===== src/rtl/gpio_port_pkg.sv =====
package gpio_port_pkg;
  typedef enum logic [1:0] {
    MODE_PERIPH = 2'b00,
    MODE_OUTPUT = 2'b01,
    MODE_IN_PU  = 2'b10,
    MODE_IN_NPU = 2'b11
  } pin_mode_e;
endpackage


===== src/rtl/gpio_sync.sv =====
module gpio_sync #(
  parameter int WIDTH  = 8,
  parameter int STAGES = 2
) (
  input  logic             clk,
  input  logic             rst,
  input  logic [WIDTH-1:0] d,
  output logic [WIDTH-1:0] q
);
  logic [WIDTH-1:0] stage_q [STAGES];

  genvar s;
  generate
    for (s = 0; s < STAGES; s++) begin : g_stage
      if (s == 0) begin : g_first
        always_ff @(posedge clk) begin
          if (rst) stage_q[0] <= '0;
          else     stage_q[0] <= d;
        end
      end else begin : g_next
        always_ff @(posedge clk) begin
          if (rst) stage_q[s] <= '0;
          else     stage_q[s] <= stage_q[s-1];
        end
      end
    end
  endgenerate

  assign q = stage_q[STAGES-1];
endmodule


===== src/rtl/gpio_pin_cell.sv =====
module gpio_pin_cell
  import gpio_port_pkg::*;
(
  input  logic [1:0] mode,
  input  logic       stored,
  input  logic       level,
  input  logic       p_oe,
  input  logic       p_out,
  output logic       oe,
  output logic       out,
  output logic       pu,
  output logic       to_per,
  output logic       rd_bit
);
  always_comb begin
    oe     = 1'b0;
    out    = 1'b0;
    pu     = 1'b0;
    to_per = 1'b0;
    rd_bit = stored;
    case (pin_mode_e'(mode))
      MODE_PERIPH: begin
        oe     = p_oe;
        out    = p_out;
        to_per = level;
      end
      MODE_OUTPUT: begin
        oe  = 1'b1;
        out = stored;
      end
      MODE_IN_PU: begin
        pu     = 1'b1;
        rd_bit = level;
      end
      default: rd_bit = level;
    endcase
  end
endmodule


===== src/rtl/gpio_mode_port.sv =====
module gpio_mode_port #(
  parameter int NPINS       = 8,
  parameter int SYNC_STAGES = 2
) (
  input  logic               clk,
  input  logic               por_rst,
  input  logic               man_rst,
  input  logic               bus_wr,
  input  logic               bus_rd,
  input  logic               bus_sel,
  input  logic [2*NPINS-1:0] bus_wdata,
  output logic [2*NPINS-1:0] bus_rdata,
  input  logic [NPINS-1:0]   pad_in,
  output logic [NPINS-1:0]   pad_oe,
  output logic [NPINS-1:0]   pad_out,
  output logic [NPINS-1:0]   pad_pu,
  input  logic [NPINS-1:0]   per_oe,
  input  logic [NPINS-1:0]   per_out,
  output logic [NPINS-1:0]   per_in
);
  localparam int MW = 2 * NPINS;

  logic [NPINS-1:0] data_q;
  logic [MW-1:0]    mode_q;
  logic [NPINS-1:0] lvl_s;
  logic [NPINS-1:0] oe_c, out_c, pu_c, per_c, rd_c;
  logic             any_rst;

  assign any_rst = por_rst | man_rst;

  // data register: only power-on reset clears it
  always_ff @(posedge clk) begin
    if (por_rst)                data_q <= '0;
    else if (bus_wr && !bus_sel) data_q <= bus_wdata[NPINS-1:0];
  end

  // mode register: either reset returns all pins to peripheral control
  always_ff @(posedge clk) begin
    if (any_rst)                mode_q <= '0;
    else if (bus_wr && bus_sel) mode_q <= bus_wdata;
  end

  gpio_sync #(.WIDTH(NPINS), .STAGES(SYNC_STAGES)) u_sync (
    .clk (clk),
    .rst (any_rst),
    .d   (pad_in),
    .q   (lvl_s)
  );

  genvar i;
  generate
    for (i = 0; i < NPINS; i++) begin : g_pin
      gpio_pin_cell u_cell (
        .mode   (mode_q[2*i+1:2*i]),
        .stored (data_q[i]),
        .level  (lvl_s[i]),
        .p_oe   (per_oe[i]),
        .p_out  (per_out[i]),
        .oe     (oe_c[i]),
        .out    (out_c[i]),
        .pu     (pu_c[i]),
        .to_per (per_c[i]),
        .rd_bit (rd_c[i])
      );
    end
  endgenerate

  always_ff @(posedge clk) begin
    if (any_rst) begin
      pad_oe  <= '0;
      pad_out <= '0;
      pad_pu  <= '0;
      per_in  <= '0;
    end else begin
      pad_oe  <= oe_c;
      pad_out <= out_c;
      pad_pu  <= pu_c;
      per_in  <= per_c;
    end
  end

  always_ff @(posedge clk) begin
    if (any_rst)      bus_rdata <= '0;
    else if (bus_rd)  bus_rdata <= bus_sel ? mode_q : {{(MW-NPINS){1'b0}}, rd_c};
  end
endmodule


===== config.mk =====
export PLATFORM = sky130hd
export DESIGN_NAME = gpio_mode_port
export DESIGN_NICKNAME = d
export VERILOG_FILES = /design/src/rtl/gpio_port_pkg.sv /design/src/rtl/gpio_sync.sv /design/src/rtl/gpio_pin_cell.sv /design/src/rtl/gpio_mode_port.sv
export SDC_FILE = /design/constraint.sdc
export NUM_CORES = 1
export LEC_CHECK = 0
export ABC_CLOCK_PERIOD_IN_PS = 1300
export CORE_AREA = 2 2 108 110
export DETAILED_ROUTE_END_ITERATION = 10
export DIE_AREA = 0 0 110 112
export HOLD_SLACK_MARGIN = 0.08
export PLACE_DENSITY_LB_ADDON = 0.05
export SYNTH_ARGS = -nofsm -noshare
export SYNTH_HDL_FRONTEND = slang
export SYNTH_HIERARCHICAL = 1
export SYNTH_SLANG_ARGS = --single-unit

===== constraint.sdc =====
create_clock -name clk -period 1.3 [get_ports clk]
set_clock_uncertainty 0.15 [all_clocks]
set_input_delay 0.195 -clock clk [delete_from_list [all_inputs] [get_ports clk]]
set_output_delay 0.195 -clock clk [all_outputs]
set_load 0.03 [all_outputs]

Word level (Yosys, flattened, before mapping)
Memory sizes are Yosys's and may differ from the RTL's. Cells that the tools add are included. W data, S select, Z words.

Register bits after elaboration: 72. Bits in latches: 0. RAM bits: 16. Bits in read-only memories: 0. Input port bits: 46. Output and inout bits: 48. Word-level logic and storage cells: 107. Memories: 1.

Memory list: u_sync.stage_q (depth 2, bits a word 8, rd ports 2, clocked after memory_dff 0, wr ports 2, line gpio_sync.sv:10) `logic [WIDTH-1:0] stage_q [STAGES];`.

$add $sub $neg: 0. Multiply operators: 0. Divide/modulo/power cells: 0. $lt $le $gt $ge: 0. Equal/unequal tests: 16. Shifts and indexed selects: 0. Muxes and demuxes: 38. Bitwise gates (word level): 11. Reduce and logical (&&, ||, !) cells: 27.

Operators with widths (count): $pmux W1 S2 (16); $reduce_or A2 Y1 (16); $mux W1 (19); $eq A2 B1 Y1 const B (8); $eq A2 B2 Y1 const B (8); $logic_not A2 Y1 (8); $mux W16 (1); $mux W8 (2); $not A1 Y1 (8); $or A1 B1 Y1 (3); $logic_and A1 B1 Y1 (2); $logic_not A1 Y1 (1).

Logic depth before layout (Yosys ltp)
Depth after elaboration: 4. Depth in mapped cells: 6. Depth with buffers taken out: 3.

Modules after synthesis
The synthesis kept the hierarchy.

Modules (own cells, without submodules): gpio_mode_port (times used 1, cells an instance 247, area each 2404.8 µm², seq. area each 1441.4 µm²); gpio_sync (times used 1, cells an instance 33, area each 464.2 µm², seq. area each 320.3 µm²); gpio_pin_cell (times used 8, cells an instance 7, area each 50.0 µm², seq. area each 0.0 µm²).

Worst setup path before layout
OpenSTA, ideal clock, no wires.

Path kind: in2reg. From: input por_rst. To: memory u_sync.stage_q[0][0]. Library setup time: 0.116 ns. Data arrival time: 0.938 ns. Required time: 1.034 ns. Path slack: 0.096 ns. Stages: 5. Path buffers: 2. Cells stage by stage: buf_2 -> nor2_4 -> inv_2 -> buf_4 -> and2b_2.

RTL lines: from (decl) (line gpio_mode_port.sv:6) `input logic por_rst,`; to (decl) (line gpio_sync.sv:10).

Final worst setup path
From: register bus_rdata[11]. To: output bus_rdata[11].

RTL lines: from (decl) (line gpio_mode_port.sv:12) `output logic [2*NPINS-1:0] bus_rdata,`; from (signal assigned) (line gpio_mode_port.sv:84) `else if (bus_rd) bus_rdata <= bus_sel ? mode_q : {{(MW-NPINS){1'b0}}, rd_c};`.

No word-level cell between the ends.

==> results.txt <==
- Clock latency of the later-clocked register in the worst-skew pair: 0.34 ns
- The first detailed-routing pass took 4 iterations.
- The worst setup path is of the register to output port kind.
- Layout Nets: 501
- The via count of the first global-routing pass is 2556.
* Arrival @ worst endpoint: 0.90 ns
* Xor/xnor share of the synthesized area: 0%
* Worst-margin pin slew: 0.261 ns
* Crit. End Element: output port
* Cell chain of the critical path: buf_12
- Hold Path Class: input pin to register
- In this run the cell area of the synthesized design comes to 3270 sq um.
* Number of buffers created by CTS: 9
* Final antenna-violating net count: 0
- Synthesis produced a netlist with a net count of 382.
* Overall die width: 110 microns
- Placement-stage worst setup slack: -0.319 ns
* RSZ-0062 raised after global routing: no
* Routed vias: 2633
- Largest net degree at the start of global routing: 41
- Count of different cell masters after synthesis: 24
- After detailed routing, the number of remaining DRC violations is 0.
- The cell count after synthesis came out at 336.
- The number of pins exceeding their max-slew limit in the final report came to 0.
- Measured against the total synthesized area, the mux share comes to 8.57%.
- Kind of start point of the critical path: register
* Peak supply drop: 0.571 mV
- Initial standard-cell utilization of the core: 29.3%
- For this run, the total global-route usage over all layers was measured as 14.6%.
- Number of setup buffers added after CTS: 0
- TritonCTS built the clock tree.
* Synth Area in Simple Gates: 25.7%
* Detailed router's first-iteration violation count: 69
* Residual overflow from global routing: 0
- Synthesis inferred 88 register bits.
- Summing the areas of all fa, ha and maj instances in the mapped netlist gives 0% of the synthesized area.
- CP required: 0.95 ns
- Input and output buffers added on the ports amount to 93.
* Part of the Yosys area used for sequential elements: 53.9%
- Most common cell after layout, fill and taps aside: dfxtp_1
* Time the final worst path needs with I/O delays and setup: 1.25 ns
* Ratio of routed vias to standard cells: 4.37
- Post-detailed-route wirelength per cell: 14.1 microns
* Site row count: 39
- Most frequent cells in the layout: dfxtp_1 (88), buf_4 (69), nand2_1 (48)
- Top achievable clock speed: 802 MHz
* Final HPWL from detailed placement: 6.10 mm
- The flow ran to the end, and the final reports show no timing, DRC or antenna violations.
* Synthesized-area fraction occupied by ao, oa, aoi and oai cells: 8.38%
* Number of hold buffers added after CTS: 0
* Number of clock sinks seen by CTS: 88
- The post-route netlist has 28.0% of its cells at a drive strength greater than 1.
- Max Buffers Root-to-Sink: 2
- Max-capacitance violation count: 0
- Avg Synthesized Cell Area: 9.73 sq um
* Max-slew headroom: 82.6%
- For this design the static power due to leakage is 2.00 nW.
* Family of cells with the greatest summed delay on the critical path: flip-flops
- Relative to the synthesized area, the layout overhead comes to 48.3%.
* Wire length of the first global-routing pass: 13.4 mm
* Clock H-tree levels: 3
* Post-route worst hold slack: 0.259 ns
* Total negative slack: 0 ns
* Vertical die dimension: 112 microns
* End-of-flow core utilization: 43.4%
* Crit Path Max Fanout: 2
* Number of antenna violations at the first check in global routing: 0
- The tree is rooted in a clkbuf_16.
- The region available for standard cell placement spans 11200 sq um.
- Setup violations remaining at the end of the flow were counted as 0.
- By area, the combinational part of the netlist is dominated by simple AND/OR/NAND/NOR gates.
- The filler cells instantiated in the layout total 1113.
- The final number of hold-violating endpoints is 0.
- Syn. warnings: 6
- The congestion estimate from routability-driven global placement came to 0.749.
- IO Count: 94
* CP peak stage delay: 0.42 ns
- Die area: 12300 sq um
- Final worst-path setup slack: 0.0531 ns
- Power density of the placed cells: 1250 nW/um^2
- Clock slew at reported path FFs: 0.06 ns
* Critical path buffers and inverters: 1
- Share of the clock period used by the worst path: 95.9%
- After detailed routing, the total wire length is 8.49 mm.
- Standard cell with the maximum stage delay on the critical path: dfxtp_1
- Number of antenna repair diodes: 0
## layer usage
layer,up-vias,part of all wire [%],GRT usage [%]
met3,13,6.0,2.93
met2,79,44,21.7
met1,1208,48,19.9
met4,0,2.1,7.09
li1,1333,-,-
met5,-,0,0
## layout make-up
class                           instances  area (sq um)  area share, %
Clock buffer                           11           243           5.01
Clock inverter                          5          56.3           1.16
Inverter                                1          3.75         0.0774
Multi-Input combinational cell        229          1390           28.7
Sequential cell                        88          1760           36.3
Tap cell                              143           179           3.69
Timing Repair Buffer                  126          1210           25.0
## Yosys cell counts
cell	number	area, sq um
nand2_1	48	180
nor2b_2	7	61.3
mux2_4	8	120
nor2_4	1	11.3
mux2i_1	16	160
nor2_1	24	90.1
and2_1	33	206
nand2_2	1	6.26
nand2b_1	9	56.3
o21ai_0	8	40.0
clkbuf_2	1	5.00
dfxtp_1	88	1760
buf_6	2	22.5
a21oi_2	9	78.8
nand3_1	8	40.0
and2b_2	6	52.6
clkbuf_1	5	18.8
buf_4	6	45.0
buf_2	3	15.0
a21oi_1	31	155
nor2b_1	12	75.1
inv_2	1	3.75
nor3b_1	8	60.1
buf_1	1	3.75
## stage by stage
step	area [sq um]	total power [W]	instances
floorplan	3270	0.00315	336
global placement	4550	0.00350	587
detailed placement	4550	0.00350	587
CTS	4850	0.00612	603
global route	4850	0.00629	603
finish	4850	0.00604	603
## registers in the layout, indices dropped and copies added, names as in the netlist
signal and count:
bus_rdata 16, mode_q 16, u_sync/stage_q 16, data_q 8
pad_oe 8, pad_out 8, per_in 8, pad_pu 8
## kinds of logic after synthesis
group                  Yosys count
AO/OA/AOI/OAI                   48
buffers and inverters           19
flip-flops                      88
multiplexers                    24
AND/OR/NAND/NOR                157
## repair_timing
action | 4_1_cts | 5_1_grt
resized for setup | 0 | 1
endpoints found under the hold margin | 0 | 0
endpoints found under the setup margin | 0 | 20
## worst paths after layout
kind	start	cells past startpoint	end	slack [ns]
setup / recovery	bus_rdata[11]	1	bus_rdata[11]	0.05
hold / removal	bus_sel	4	bus_rdata[14]	0.26
setup reg to reg	mode_q[3]	3	bus_rdata[1]	0.13
hold reg to reg	u_sync/stage_q[0][6]	1	u_sync/stage_q[1][6]	0.29
## where the power goes
part	internal (W)	switching [W]
logic	0.000343	0.000287
registers	0.00277	0.0000401
clock network	0.00154	0.00107
total	0.00465	0.00140
No activity file was read; power rests on OpenSTA's default activity.
